**src/rtl/evcap_pkg.sv**
```systemverilog
package evcap_pkg;
    localparam int TS_W   = 16;
    localparam int NODE_W = 8;
    localparam int CODE_W = 3;
    localparam int REC_W  = 2 + CODE_W + NODE_W + TS_W;

    typedef struct packed {
        logic              ovf;
        logic              lvl;
        logic [CODE_W-1:0] code;
        logic [NODE_W-1:0] node;
        logic [TS_W-1:0]   ts;
    } ev_rec_t;

    typedef struct packed {
        logic            lvl;
        logic [TS_W-1:0] ts;
    } slot_t;

    function automatic logic edge_enabled(input logic new_lvl, input logic [1:0] mode);
        return new_lvl ? mode[0] : mode[1];
    endfunction
endpackage

```
**src/rtl/evcap_timebase.sv**
```systemverilog
module evcap_timebase
    import evcap_pkg::*;
#(
    parameter int CLK_PER_MS = 50000
) (
    input  logic            clk,
    input  logic            rst,
    input  logic            ld,
    input  logic [TS_W-1:0] ld_val,
    input  logic            adj_v,
    input  logic [TS_W-1:0] adj,
    output logic            tick,
    output logic [TS_W-1:0] ts
);
    localparam int PW = (CLK_PER_MS > 1) ? $clog2(CLK_PER_MS) : 1;
    localparam logic [PW-1:0] PRE_LAST = PW'(CLK_PER_MS - 1);

    logic [PW-1:0] pre;

    assign tick = (pre == PRE_LAST);

    always_ff @(posedge clk) begin
        if (rst) begin
            pre <= '0;
            ts  <= '0;
        end else begin
            pre <= tick ? '0 : pre + PW'(1);
            if (ld)
                ts <= ld_val;
            else
                ts <= ts + {{(TS_W-1){1'b0}}, tick} + (adj_v ? adj : '0);
        end
    end
endmodule

```
**src/rtl/evcap_cond.sv**
```systemverilog
module evcap_cond
    import evcap_pkg::*;
#(
    parameter int DEB_W = 4
) (
    input  logic             clk,
    input  logic             rst,
    input  logic             tick,
    input  logic             din,
    input  logic [DEB_W-1:0] deb_n,
    input  logic [1:0]       mode,
    output logic             fire,
    output logic             lvl
);
    logic s1, s2, deb, deb_q;
    logic [DEB_W-1:0] cnt;

    assign lvl  = deb;
    assign fire = (deb ^ deb_q) & edge_enabled(deb, mode);

    always_ff @(posedge clk) begin
        if (rst) begin
            s1    <= 1'b0;
            s2    <= 1'b0;
            deb   <= 1'b0;
            deb_q <= 1'b0;
            cnt   <= '0;
        end else begin
            s1    <= din;
            s2    <= s1;
            deb_q <= deb;
            if (s2 == deb) begin
                cnt <= '0;
            end else if (deb_n == '0) begin
                deb <= s2;
                cnt <= '0;
            end else if (tick) begin
                if (cnt == deb_n - DEB_W'(1)) begin
                    deb <= s2;
                    cnt <= '0;
                end else begin
                    cnt <= cnt + DEB_W'(1);
                end
            end
        end
    end
endmodule

```
**src/rtl/evcap_arb.sv**
```systemverilog
module evcap_arb
    import evcap_pkg::*;
#(
    parameter int NUM_IN = 8
) (
    input  logic              clk,
    input  logic              rst,
    input  logic [NUM_IN-1:0] fire,
    input  logic [NUM_IN-1:0] lvl,
    input  logic [TS_W-1:0]   ts,
    input  logic              can_push,
    output logic              push,
    output logic [CODE_W-1:0] code,
    output slot_t             slot,
    output logic              drop,
    output logic [NUM_IN-1:0] gnt
);
    logic [NUM_IN-1:0] pend;
    slot_t             slots [NUM_IN];
    logic              found;

    always_comb begin
        gnt   = '0;
        code  = '0;
        found = 1'b0;
        for (int i = 0; i < NUM_IN; i++) begin
            if (pend[i] && !found) begin
                gnt[i] = 1'b1;
                code   = CODE_W'(i);
                found  = 1'b1;
            end
        end
    end

    assign slot = slots[code];
    assign push = found & can_push;
    assign drop = (found & ~can_push) | (|(fire & pend & ~gnt));

    always_ff @(posedge clk) begin
        if (rst) begin
            pend <= '0;
        end else begin
            pend <= (pend & ~gnt) | fire;
        end
    end

    always_ff @(posedge clk) begin
        for (int i = 0; i < NUM_IN; i++) begin
            if (fire[i]) slots[i] <= '{lvl: lvl[i], ts: ts};
        end
    end
endmodule

```
**src/rtl/evcap_fifo.sv**
```systemverilog
module evcap_fifo #(
    parameter int DEPTH = 8,
    parameter int W     = 29
) (
    input  logic         clk,
    input  logic         rst,
    input  logic         wr_en,
    input  logic [W-1:0] wr_data,
    input  logic         rd_en,
    output logic [W-1:0] rd_data,
    output logic         full,
    output logic         empty
);
    localparam int AW = (DEPTH > 1) ? $clog2(DEPTH) : 1;
    localparam int CW = $clog2(DEPTH + 1);
    localparam logic [AW-1:0] LAST = AW'(DEPTH - 1);

    logic [W-1:0]  mem [DEPTH];
    logic [AW-1:0] wptr, rptr;
    logic [CW-1:0] count;
    logic          do_wr, do_rd;

    assign full    = (count == CW'(DEPTH));
    assign empty   = (count == '0);
    assign do_wr   = wr_en & ~full;
    assign do_rd   = rd_en & ~empty;
    assign rd_data = mem[rptr];

    always_ff @(posedge clk) begin
        if (do_wr) mem[wptr] <= wr_data;
    end

    always_ff @(posedge clk) begin
        if (rst) begin
            wptr  <= '0;
            rptr  <= '0;
            count <= '0;
        end else begin
            if (do_wr) wptr <= (wptr == LAST) ? '0 : wptr + AW'(1);
            if (do_rd) rptr <= (rptr == LAST) ? '0 : rptr + AW'(1);
            count <= count + CW'(do_wr) - CW'(do_rd);
        end
    end
endmodule

```
**src/rtl/evcap_top.sv**
```systemverilog
module evcap_top
    import evcap_pkg::*;
#(
    parameter int NUM_IN     = 8,
    parameter int CLK_PER_MS = 50000,
    parameter int DEPTH      = 8,
    parameter int DEB_W      = 4
) (
    input  logic                   clk,
    input  logic                   rst,
    input  logic [NUM_IN-1:0]      ev_in,
    input  logic [2*NUM_IN-1:0]    trig_mode,
    input  logic [DEB_W-1:0]       debounce_ms,
    input  logic [NODE_W-1:0]      node_id,
    input  logic                   ts_load,
    input  logic [TS_W-1:0]        ts_load_val,
    input  logic                   ts_adj_valid,
    input  logic signed [TS_W-1:0] ts_adj,
    output logic [TS_W-1:0]        ts_now,
    output logic                   ovf_flag,
    output logic                   out_valid,
    input  logic                   out_ready,
    output logic [REC_W-1:0]       out_rec
);
    logic              tick;
    logic [NUM_IN-1:0] fire, lvl, gnt;
    logic              push_fire, drop, fifo_full, fifo_empty;
    logic [CODE_W-1:0] code;
    slot_t             slot;
    ev_rec_t           wr_rec;
    logic              ovf_q;

    evcap_timebase #(.CLK_PER_MS(CLK_PER_MS)) u_tb (
        .clk(clk), .rst(rst), .ld(ts_load), .ld_val(ts_load_val),
        .adj_v(ts_adj_valid), .adj($unsigned(ts_adj)), .tick(tick), .ts(ts_now)
    );

    for (genvar i = 0; i < NUM_IN; i++) begin : g_in
        evcap_cond #(.DEB_W(DEB_W)) u_cond (
            .clk(clk), .rst(rst), .tick(tick), .din(ev_in[i]),
            .deb_n(debounce_ms), .mode(trig_mode[2*i +: 2]),
            .fire(fire[i]), .lvl(lvl[i])
        );
    end

    evcap_arb #(.NUM_IN(NUM_IN)) u_arb (
        .clk(clk), .rst(rst), .fire(fire), .lvl(lvl), .ts(ts_now),
        .can_push(~fifo_full), .push(push_fire), .code(code), .slot(slot),
        .drop(drop), .gnt(gnt)
    );

    assign wr_rec = '{ovf: ovf_q, lvl: slot.lvl, code: code, node: node_id, ts: slot.ts};

    always_ff @(posedge clk) begin
        if (rst) ovf_q <= 1'b0;
        else     ovf_q <= (ovf_q & ~push_fire) | drop;
    end

    evcap_fifo #(.DEPTH(DEPTH), .W(REC_W)) u_fifo (
        .clk(clk), .rst(rst), .wr_en(push_fire), .wr_data(wr_rec),
        .rd_en(out_ready), .rd_data(out_rec), .full(fifo_full), .empty(fifo_empty)
    );

    assign out_valid = ~fifo_empty;
    assign ovf_flag  = ovf_q;
endmodule

```
**config.mk**
```make
export PLATFORM = sky130hd
export DESIGN_NAME = evcap_top
export DESIGN_NICKNAME = d
export VERILOG_FILES = /design/src/rtl/evcap_pkg.sv /design/src/rtl/evcap_timebase.sv /design/src/rtl/evcap_cond.sv /design/src/rtl/evcap_arb.sv /design/src/rtl/evcap_fifo.sv /design/src/rtl/evcap_top.sv
export SDC_FILE = /design/constraint.sdc
export NUM_CORES = 1
export LEC_CHECK = 0
export BUFFER_PORTS_ARGS = -buffer_cell sky130_fd_sc_hd__buf_4
export CORE_AREA = 4 4 220 275
export DETAILED_ROUTE_END_ITERATION = 8
export DIE_AREA = 0 0 224 279
export GPL_TIMING_DRIVEN = 0
export MAX_ROUTING_LAYER = met4
export SLEW_MARGIN = 0
export SYNTH_ARGS = -nofsm -noshare
export SYNTH_HDL_FRONTEND = slang
export SYNTH_SLANG_ARGS = --single-unit
```
**constraint.sdc**
```tcl
create_clock -name clk -period 12.3 [get_ports clk]
set_input_delay 0.615 -clock clk [delete_from_list [all_inputs] [get_ports clk]]
set_output_delay 0.615 -clock clk [all_outputs]
set_load 0.02 [all_outputs]
```
==> summary.md <==
| Metric | Value |
|---|---|
| Outcome | `completed` |
| Number of synthesized register bits | `486` |
| CP top delay family | `adder cells` |
| Synthesized area | `0.0201 mm2` |
| Drt initial violations | `804` |
| CP endpoint kind | `flip-flop` |
| CTS root buf | `clkbuf_16` |
| Starting Density | `34.6%` |
| Combinational power share | `13.0%` |
| Port Buffer Count | `117` |
| First-pass GRT wire length | `70600 um` |
| Most common cell after layout, fill and taps aside | `edfxtp_1` |
| Post-synthesis sequential area ratio | `66.7%` |
| Top FF cell, synth | `edfxtp_1` |
| Row count | `99` |
| Vias in the first global route | `12100` |
| Vias/cell | `5.00` |
| CP Class | `flip-flop to flip-flop` |
| Slew @ Worst Pin | `1480 ps` |
| Filler instances | `5263` |
| Min Tclk post-route | `4310 ps` |
| Syn. warnings | `0` |
| Post-CTS Repair Setup Buffers | `0` |
| Die height | `279 um` |
| Seq pwr share | `48.4%` |
| Ports | `120` |
| Placement-stage cell area | `0.0223 mm2` |
| Hold Violations, Final | `0` |
| Most used cell, CP | `fa_1` |
| Setup Skew | `51.8 ps` |
| Post-CTS Hold Fix Bufs | `0` |
| Synthesized area per cell | `14.9 um2` |
| GRT Util Overall | `14.9%` |
| H-tree depth | `2` |
| Initial antenna violation count | `0` |
| Final Cell Area | `0.0239 mm2` |
| Core area | `0.0581 mm2` |
| TNS Setup | `0 ps` |
| Relative slew margins | `1.40%` |
| Crit-path max cell delay | `550 ps` |
| Largest net degree at the start of global routing | `21` |
| Drt drc | `0` |
| # resized after CTS | `0` |
| Via Count | `11700` |
| Cell Chain, Critical Path | `ha_1 -> and3_1 -> and4_1 -> clkbuf_1 -> inv_2 -> buf_1 -> fa_1 -> fa_1 -> nor2b_1 -> o31a_1 -> o31ai_1 -> o311ai_1 -> xnor2_1 -> o22ai_1` |
| Slowest-stage cell, CP | `fa_1` |
| Clock power frac | `38.6%` |
| Mapped Cells | `1346` |
| VDD IR-drop max | `0.0000960 V` |
| Net Switching | `909 uW` |
| Remaining antenna violation count | `0` |
| Worst Path Buf+Inv | `3` |
| Number of synthesized flops with an enable pin | `368` |
| Count of different cell masters after synthesis | `68` |
| Crit path arrival time | `4760 ps` |
| TritonRoute pass-1 iters | `5` |
| Post-route setup slack | `7990 ps` |
| Highest Clock Rate | `232 MHz` |
| Dpl ws | `8010 ps` |
| Static Leak | `0.00849 uW` |
| CTS Buf Count | `49` |
| Hold WC Path Type | `primary input to flip-flop` |
| Max-slew violations | `0` |
| Nets | `1656` |
| Max-cap violation count | `0` |
| Most frequent cells in the layout | `368 x edfxtp_1, 129 x buf_4, 118 x dfxtp_1, 117 x nand2_1, 78 x nor2_1` |
| Synth-to-Final Area Change | `18.8%` |
| Sw Ratio | `24.3%` |
| DP Wirelength | `32500 um` |
| DR WL/cell | `19.7 um` |
| CP Launch Type | `flip-flop` |
| RSZ-0062 raised after global routing | `false` |
| N_diodes | `0` |
| Maximum fanout along the worst path | `10` |
| Die Area | `0.0625 mm2` |
| Post-synth ARST share | `0%` |
| Clock buffer depth | `3` |
| Worst-path clk slew | `60 ps` |
| CTS Sinks | `486` |
| PwrDens | `156 mW/mm2` |
| Grt ovf | `0` |
| Setup-failing EPs final | `0` |
| Int Power | `2830 uW` |
| Drt total wl | `46000 um` |
| Die W | `224 um` |
| Final RePlAce weighted congestion | `0.897` |
| Total Power | `3740 uW` |
| WP data required | `12750 ps` |
| Period utilisation layout | `35.0%` |
| Post-Syn Nets | `1457` |
| Worst-skew pair later-pin latency | `610 ps` |
| CTS tree | `yes` |
| Share of layout cells above drive strength 1 | `22.1%` |
==> power by group through the flow <==
stage                     registers [uW]  clock network (uW)  logic, uW
after floorplan                     1840                   0        324
after global placement              1840                   0        491
after detailed placement            1840                   0        498
after CTS                           1810                1480        501
after global routing                1810                1550        533
final                               1810                1440        486
==> area by class of cell <==
class	instances	area (um2)	area share (%)
sequential	486	13400	56.1
inverter	27	106	0.445
buffer	61	278	1.16
tap	757	947	3.96
clock buffer	64	1290	5.41
clock inverter	25	270	1.13
multi-input combinational	772	6370	26.7
timing repair buffer	148	1210	5.06
==> cell families after synthesis <==
group	synth area share [%]
buffers and inverters	1.91
adders and majority gates	2.48
AOI/OAI and AO/OA	6.02
muxes	11.1
xor gates and xnor gates	3.69
DFF	66.7
and+or+nand+nor	8.08
==> metal layers <==
layer	GRT usage, %	up-vias	wire (um)
met2	25.6	268	23500
met3	2.33	83	2070
met5	-	-	0
met1	18.4	5832	19300
met4	4.02	0	1100
li1	-	5510	-
==> state kept, by name, indices dropped and copies added (netlist names), named ones only <==
signal and flops:
g_in.u_cond.cnt 32, g_in.u_cond.deb_q 8, g_in.u_cond.lvl 8, g_in.u_cond.s1 8
g_in.u_cond.s2 8, ovf_flag 1, u_arb.pend 8, u_arb.slots 136
u_fifo.count 4, u_fifo.mem 232, u_fifo.rptr 3, u_fifo.wptr 3
u_tb.pre 16, u_tb.ts 16
==> Yosys cell counts (3+ instances only) <==
library cell  instances  area (um2)
a211o_1               6        52.6
a211oi_1             13        97.6
a21o_1                4        30.0
a21oi_1              53         265
a221oi_1              8        70.1
a221oi_2              9         135
a31oi_1              12        75.1
a32o_1               17         170
and2_1               15        93.8
and3_1                7        43.8
and4_1                3        26.3
buf_1                15        56.3
buf_2                 9        45.0
buf_6                 3        33.8
clkbuf_1             32         120
dfxtp_1             118        2360
edfxtp_1            368       11100
fa_1                  3        60.1
ha_1                 35         438
inv_1                24        90.1
mux2_2               29         327
mux2i_1              60         601
mux4_2               58        1310
nand2_1             117         439
nand2b_1              6        37.5
nand3_1              11        55.1
nand3b_1             10        75.1
nand4_1              11        68.8
nor2_1               79         297
nor2b_1              28         175
nor3_1               19        95.1
nor3b_1               5        37.5
nor4_1               11        68.8
nor4bb_1              3        30.0
o21a_1                6        45.0
o21ai_0              13        65.1
o21ai_1               5        25.0
o22ai_1               7        43.8
xnor2_1              61         534
xor2_1               20         175
==> path summary, 6_finish.rpt <==
check / slack (ps) / endpoint / cells past startpoint / start
max: 7990 / u_tb.ts[14] / 14 / u_tb.pre[0]
min: 230 / g_in[1].u_cond.s1 / 2 / ev_in[1]
max reg2reg: 7990 / u_tb.ts[14] / 14 / u_tb.pre[0]
min reg2reg: 430 / g_in[0].u_cond.s2 / 1 / g_in[0].u_cond.s1
==> through the flow <==
step,hold slack (ps),instances,util (%)
final,234,2340,41.1
after global routing,215,2340,41.1
after CTS,197,2340,41.1
after detailed placement,431,2251,38.4
after global placement,423,2220,37.7
after floorplan,413,1346,-
Note: power is estimated with default switching activity, not from simulation.
